<file path="src/rtl/timebase_pkg.sv">
package timebase_pkg;
  // word addresses
  localparam int unsigned REG_CTRL   = 0;
  localparam int unsigned REG_LD_LO  = 1;
  localparam int unsigned REG_LD_HI  = 2;
  localparam int unsigned REG_CNT_LO = 3;
  localparam int unsigned REG_CNT_HI = 4;
  // control word bit positions
  localparam int unsigned BIT_LOAD = 0;
  localparam int unsigned BIT_HOLD = 1;
  localparam int unsigned BIT_RST  = 2;
  localparam int unsigned BIT_CLR  = 3;
endpackage

</file>
<file path="src/rtl/timebase_regs.sv">
module timebase_regs
  import timebase_pkg::*;
#(
  parameter int DW    = 32,
  parameter int AW    = 3,
  parameter int CNT_W = 64
) (
  input  logic             clk,
  input  logic             rst_n,
  input  logic             wr_en,
  input  logic [AW-1:0]    addr,
  input  logic [DW-1:0]    wdata,
  output logic             hold_q,
  output logic             rst_q,
  output logic             clr_p,
  output logic             ld_p,
  output logic [CNT_W-1:0] ld_val,
  output logic [DW-1:0]    ctrl_word
);
  localparam int NW = CNT_W / DW;

  logic ctrl_wr;
  assign ctrl_wr = wr_en && (addr == AW'(REG_CTRL));

  // level controls and one-cycle pulses
  always_ff @(posedge clk or negedge rst_n) begin
    if (!rst_n) begin
      hold_q <= 1'b0;
      rst_q  <= 1'b0;
      clr_p  <= 1'b0;
      ld_p   <= 1'b0;
    end else begin
      clr_p <= 1'b0;
      ld_p  <= 1'b0;
      if (ctrl_wr) begin
        hold_q <= wdata[BIT_HOLD];
        rst_q  <= wdata[BIT_RST];
        clr_p  <= wdata[BIT_CLR];
        ld_p   <= wdata[BIT_LOAD];
      end
    end
  end

  // staged load words, one register per word of the count
  for (genvar w = 0; w < NW; w++) begin : g_ldw
    logic [DW-1:0] word_q;
    always_ff @(posedge clk or negedge rst_n) begin
      if (!rst_n)
        word_q <= '0;
      else if (wr_en && (addr == AW'(REG_LD_LO + w)))
        word_q <= wdata;
    end
    assign ld_val[w*DW +: DW] = word_q;
  end

  always_comb begin
    ctrl_word           = '0;
    ctrl_word[BIT_HOLD] = hold_q;
    ctrl_word[BIT_RST]  = rst_q;
  end
endmodule

</file>
<file path="src/rtl/timebase_count.sv">
module timebase_count #(
  parameter int CNT_W = 64
) (
  input  logic             clk,
  input  logic             rst_n,
  input  logic             rst_q,
  input  logic             hold_q,
  input  logic             clr_p,
  input  logic             ld_p,
  input  logic [CNT_W-1:0] ld_val,
  output logic [CNT_W-1:0] count
);
  // priority: reset level, clear, load, then increment unless frozen
  always_ff @(posedge clk or negedge rst_n) begin
    if (!rst_n)
      count <= '0;
    else if (rst_q || clr_p)
      count <= '0;
    else if (ld_p)
      count <= ld_val;
    else if (!hold_q)
      count <= count + CNT_W'(1);
  end
endmodule

</file>
<file path="src/rtl/timebase_rdback.sv">
module timebase_rdback
  import timebase_pkg::*;
#(
  parameter int DW    = 32,
  parameter int AW    = 3,
  parameter int CNT_W = 64
) (
  input  logic             clk,
  input  logic             rst_n,
  input  logic             rd_en,
  input  logic [AW-1:0]    addr,
  input  logic [CNT_W-1:0] count,
  input  logic [CNT_W-1:0] ld_val,
  input  logic [DW-1:0]    ctrl_word,
  output logic [DW-1:0]    rdata
);
  localparam int HI_W = CNT_W - DW;

  logic [HI_W-1:0] shadow_hi;
  logic [DW-1:0]   sel_data;
  logic            lo_rd;

  assign lo_rd = rd_en && (addr == AW'(REG_CNT_LO));

  always_comb begin
    if (addr == AW'(REG_CTRL))
      sel_data = ctrl_word;
    else if (addr == AW'(REG_LD_LO))
      sel_data = ld_val[DW-1:0];
    else if (addr == AW'(REG_LD_HI))
      sel_data = ld_val[CNT_W-1:DW];
    else if (addr == AW'(REG_CNT_LO))
      sel_data = count[DW-1:0];
    else if (addr == AW'(REG_CNT_HI))
      sel_data = shadow_hi;
    else
      sel_data = '0;
  end

  always_ff @(posedge clk or negedge rst_n) begin
    if (!rst_n) begin
      rdata     <= '0;
      shadow_hi <= '0;
    end else begin
      if (rd_en)
        rdata <= sel_data;
      if (lo_rd)
        shadow_hi <= count[CNT_W-1:DW];
    end
  end
endmodule

</file>
<file path="src/rtl/timebase_ctr.sv">
module timebase_ctr #(
  parameter int DW = 32,
  parameter int AW = 3
) (
  input  logic            clk,
  input  logic            rst_n,
  input  logic            wr_en,
  input  logic            rd_en,
  input  logic [AW-1:0]   addr,
  input  logic [DW-1:0]   wdata,
  output logic [DW-1:0]   rdata,
  output logic [2*DW-1:0] count_o
);
  localparam int CNT_W = 2 * DW;

  logic             hold_q;
  logic             rst_q;
  logic             clr_p;
  logic             ld_p;
  logic [CNT_W-1:0] ld_val;
  logic [DW-1:0]    ctrl_word;

  timebase_regs #(.DW(DW), .AW(AW), .CNT_W(CNT_W)) u_regs (
    .clk(clk), .rst_n(rst_n), .wr_en(wr_en), .addr(addr), .wdata(wdata),
    .hold_q(hold_q), .rst_q(rst_q), .clr_p(clr_p), .ld_p(ld_p),
    .ld_val(ld_val), .ctrl_word(ctrl_word)
  );

  timebase_count #(.CNT_W(CNT_W)) u_count (
    .clk(clk), .rst_n(rst_n), .rst_q(rst_q), .hold_q(hold_q),
    .clr_p(clr_p), .ld_p(ld_p), .ld_val(ld_val), .count(count_o)
  );

  timebase_rdback #(.DW(DW), .AW(AW), .CNT_W(CNT_W)) u_rdback (
    .clk(clk), .rst_n(rst_n), .rd_en(rd_en), .addr(addr),
    .count(count_o), .ld_val(ld_val), .ctrl_word(ctrl_word), .rdata(rdata)
  );
endmodule

</file>
<file path="config.mk">
export PLATFORM = sky130hd
export DESIGN_NAME = timebase_ctr
export DESIGN_NICKNAME = d
export VERILOG_FILES = /design/src/rtl/timebase_pkg.sv /design/src/rtl/timebase_regs.sv /design/src/rtl/timebase_count.sv /design/src/rtl/timebase_rdback.sv /design/src/rtl/timebase_ctr.sv
export SDC_FILE = /design/constraint.sdc
export NUM_CORES = 1
export LEC_CHECK = 0
export BUFFER_PORTS_ARGS = -buffer_cell sky130_fd_sc_hd__buf_4
export CAP_MARGIN = 0
export CORE_ASPECT_RATIO = 0.6
export CORE_UTILIZATION = 25
export DETAILED_ROUTE_END_ITERATION = 8
export GPL_TIMING_DRIVEN = 0
export MAX_ROUTING_LAYER = met4
export PLACE_DENSITY_LB_ADDON = 0.1
export SKIP_LAST_GASP = 1
export SYNTH_ARGS = -nofsm -noshare
export SYNTH_HDL_FRONTEND = slang
export SYNTH_HIERARCHICAL = 1
export SYNTH_SLANG_ARGS = --single-unit
</file>
<file path="constraint.sdc">
create_clock -name clk -period 2.7 [get_ports clk]
set_clock_uncertainty 0.2 [all_clocks]
set_input_delay 0.135 -clock clk [delete_from_list [all_inputs] [get_ports clk]]
set_output_delay 0.135 -clock clk [all_outputs]
set_load 0.02 [all_outputs]
</file>
==> impl.org <==
** Status
- Status :: completed

** Setup path
- The number of buffers and inverters on the critical path is 2.
- Highest fanout seen on the critical path :: 6
- For the worst setup path, the data arrival time is 2.81 ns.
- The most critical setup path has its startpoint at u_count/count[0].
- STA classifies the critical path startpoint as a flip-flop.
- Cells traversed along the worst timing path :: ha_1 -> nand4b_1 -> nor2_4 -> nand4_1 -> buf_4 -> buf_12 -> or4_1 -> a31oi_1
- Among all stages on the critical path, the largest delay is contributed by sky130_fd_sc_hd__or4_1.
- Cell type group with the largest total delay on the critical path :: simple AND/OR/NAND/NOR gates
- Type of destination of the critical path :: flip-flop
- The startpoint identified for the worst register-to-register timing path is u_count/count[0].
- Required arrival time at the worst endpoint :: between 2 and 3 ns
- In this design, the stage delay of the slowest critical-path cell is 0.50 ns.
- Critical path class :: reg -> reg

** Finish
- Cells with a size suffix above 1 make up 31.2% of the layout.
- Multi-input combinational cell area :: about 5300 sq um
- Area growth from synthesis to layout :: 29.1%
- The layout has between 4,000 and 5,000 filler cells.
- At the end of the flow, the number of nets in the layout was ~1,300.
- Area occupied by registers :: slightly below 5000 sq um
- Diode count :: 0
- The finished layout holds ~1,800 standard cells, fillers aside.

** Detailed routing
- Total number of vias :: 8,935
- Number of optimization iterations in the first detailed-route pass :: 5
- Total length of routed wires :: approximately 42,000 um
- Count of unresolved DRC violations after routing :: 0
- After detailed routing, the number of vias per cell comes to 4.94.
- Initial DRC Count :: about 760
- Routed len/inst :: 23.5 um
- The count of nets left with antenna violations once routing finished came out at 0.

** STA
- The hold violation count in the final report is 0.
- Slew Limit Headroom :: about 44%
- Final-layout worst hold slack :: 0.126 ns
- The smallest clock period supported by the final layout is computed as approximately 2.6 ns.
- Static timing analysis puts the maximum clock frequency at 382 MHz.
- Actual slew at the worst max-slew pin :: 0.840 ns
- Period utilisation layout :: a little over nine tenths
- The number of pins exceeding their max-slew limit in the final report is 0.
- Number of endpoints failing setup at the final stage :: 0

** Yosys
- The synthesized netlist devotes between 10% and 20% of its cell area to compound gates.
- Sequential cells were found to cover a little under half of the synthesized design area.
- #FFs+latches synth :: around 200
- Warning count from the yosys run :: 6
- Synthesis produced a netlist whose cell count is roughly 990.
- Summing the areas of all fa, ha and maj instances in the mapped netlist gives less than 1% of the synthesized area.
- Multiplexer area fraction after synthesis :: between 10% and 20%
- Primary FF master, synth :: sky130_fd_sc_hd__dfrtp_1
- Number of synthesized flops with an enable pin :: 0
- The cell area that synthesis handed to floorplanning was between 10,000 and 15,000 sq um.
- After Yosys synthesis, XOR and XNOR cells account for under 10% of the synthesized area.
- A synthesized cell averages 11.0 sq um.
- Basic-gate share of the synthesized area counting and, or, nand and nor cells :: a little under an eighth
- By area, the combinational part of the netlist is dominated by compound AO/OA/AOI/OAI gates.
- Proportion of synthesized flip-flops having asynchronous set or reset :: 100%
- Synthesis instantiated 63 different standard cells from the library.

** GRT
- The first global-routing pass estimated roughly 63,000 um of wire.
- Global routing used approximately 20% of the available tracks across all layers.
- The number of antenna violations at the first check in global routing was 1.
- Total gr overflow :: 0
- Entering global routing, the biggest net connects around 110 pins.
- The number of global-route vias before repair was 8,916.

** Job
- Max-cap violations in this run came to 0.

** Clocking
- Clock latency on the worst-skew pair, taken at its later pin, is approximately 0.47 ns.
- Maximum clock path buffer count :: 2
- Clock-pin slew was measured on the worst setup and hold paths at 0.09 ns.
- TritonCTS built the clock tree.
- Number of buffers created by CTS :: 17
- Clock tree synthesis selected as its root buffer the cell sky130_fd_sc_hd__clkbuf_16.
- CTS built an H-tree with a depth of 4.
- Sink count of the clock tree :: ~200

** Floorplanning
- The floorplan step defined a core boundary enclosing around 42,000 sq um.
- Number of top-level pins :: about 140
- The initial utilization of the core area, before any placement, comes to approximately a quarter.
- In this run the vertical extent of the chip is roughly 160 um.
- Total die area :: 44,000 sq um
- X dimension of the die :: between 200 and 300 um
- Std-Cell Rows :: 58

** Min path
- Hold crit path type :: in -> async

** Power and ir drop
- Leak :: a little over 6 nW
- Worst voltage drop across the vdd grid :: approximately 0.00030 V
- Dividing total power by cell area gives a power density of just under 600 nW/um^2.

** Place
- Total half-perimeter wirelength after legalization and detailed placement :: between 30,000 and 40,000 um
- After detailed placement, the design holds a cell count of between 1,500 and 2,000.
- Total of buffers placed on input and output ports :: around 130
- Placer's final routability congestion estimate :: 0.884
==> placed cells by master (no fill, tap or decap), drive strengths merged, types with 4 or more instances in the layout <==
cell and count:
and4 5, inv 51, xor2 20, buf 217
nor4 14, mux2i 36, dfrtp 196, a31oi 20
o22ai 32, nand4 26, nand2 28, dlygate4sd3 38
clkbuf 52, nor3 12, o31ai 7, a21oi 90
conb 30, nand3 32, and3 9, a211oi 10
nor2 41, or3 12, and2 7, a221oi 32
nand2b 4, or4 9, o21ai 46, mux2 99
clkinv 7, nand4b 6, xnor2 16
==> metal layers <==
layer / vias up / track usage (%) / share of wire, %
met2: 273 / 26.8 / 40
met4: 0 / 4.83 / 1.5
li1: 4081 / - / -
met3: 29 / 3.20 / 5.1
met5: - / - / 0
met1: 4552 / 31.2 / 53
==> sequential cells by signal, indices dropped and copies added, names as in the netlist <==
name	flops
u_regs/rst_q	1
u_regs/g_ldw.word_q	64
u_regs/clr_p	1
u_regs/hold_q	1
u_regs/ld_p	1
u_count/count	64
u_rdback/shadow_hi	32
u_rdback/rdata	32
==> where the power goes <==
| group | internal, W | total, W | switching [W] | leakage [nW] |
|---|---|---|---|---|
| logic | 0.000912 | 0.00185 | 0.000936 | 3.33 |
| registers | 0.00334 | 0.00387 | 0.000530 | 2.50 |
| clock network | 0.00123 | 0.00259 | 0.00136 | 0.274 |
| total | 0.00548 | 0.00831 | 0.00283 | 6.10 |
==> per-stage QoR <==
step	TNS, ns	power (W)	worst slack, ns	util (%)	cell area [sq um]
after floorplan	0	0.00483	0.230	-	10900
after global placement	-81.16	0.00568	-0.738	29.9	12600
after detailed placement	-9.77	0.00571	-0.728	30.0	12700
after CTS	0	0.00839	0.00329	32.8	13900
after global routing	-0.0194	0.00874	-0.0194	33.0	13900
final	0	0.00831	0.0802	33.0	13900
==> cell type report <==
cell class              count  share of cell area [%]
multi-input cells         674                    37.8
flip-flops and latches    196                    35.3
repair buffers            191                    11.4
well taps                 570                    5.12
plain buffers              98                    5.01
clock buffers              18                    3.08
inverters                  46                    1.24
clock inverters            14                    1.01
==> what timing repair did <==
action,4_1_cts,5_1_grt
endpoints found under the setup margin,30,26
endpoints found under the hold margin,172,0
pin swaps,7,4
resized for setup,18,24
cloned,0,0
hold buffers,38,0
buffers inserted,15,2
==> synthesized netlist by cell type, types with 25 or more instances <==
cell type                  instances  area [sq um]
sky130_fd_sc_hd__dfrtp_1         196          4900
sky130_fd_sc_hd__a21oi_1          90           450
sky130_fd_sc_hd__mux2_4           60           901
sky130_fd_sc_hd__o21ai_0          46           230
sky130_fd_sc_hd__inv_1            45           169
sky130_fd_sc_hd__nor2_1           41           154
sky130_fd_sc_hd__buf_4            37           278
sky130_fd_sc_hd__mux2i_1          36           360
sky130_fd_sc_hd__clkbuf_1         35           131
sky130_fd_sc_hd__a221oi_1         32           280
sky130_fd_sc_hd__mux2_1           32           360
sky130_fd_sc_hd__nand3_1          32           160
sky130_fd_sc_hd__o22ai_2          30           375
sky130_fd_sc_hd__nand2_1          28           105
sky130_fd_sc_hd__nand4_1          25           156
==> logic make-up (layout without fill, tap and decap cells) <==
logic type / after synthesis / after routing
AO/OA/AOI/OAI: 250 / 250
XOR/XNOR: 36 / 36
adder cells (fa/ha/maj): 1 / 1
buffers and inverters: 144 / 367
flip-flops: 196 / 196
multiplexers: 135 / 135
other: 1 / 30
AND/OR/NAND/NOR: 222 / 222
==> worst min-delay path: stages <==
cell and delay, ns:
sky130_fd_sc_hd__dlygate4sd3_1 0.56, sky130_fd_sc_hd__buf_8 0.11, sky130_fd_sc_hd__buf_16 0.39
==> final timing paths <==
kind	cells past startpoint	slack, ns	endpoint
max	8	0.08	u_count/count[58]
min	3	0.13	u_regs/g_ldw[0].word_q[29]
max reg2reg	8	0.08	u_count/count[58]
min reg2reg	1	0.29	u_rdback/shadow_hi[22]
max in group asynchronous	4	1.25	u_count/count[12]
min in group clk	5	0.18	u_rdback/rdata[21]
(Power assumes the default switching activity.)
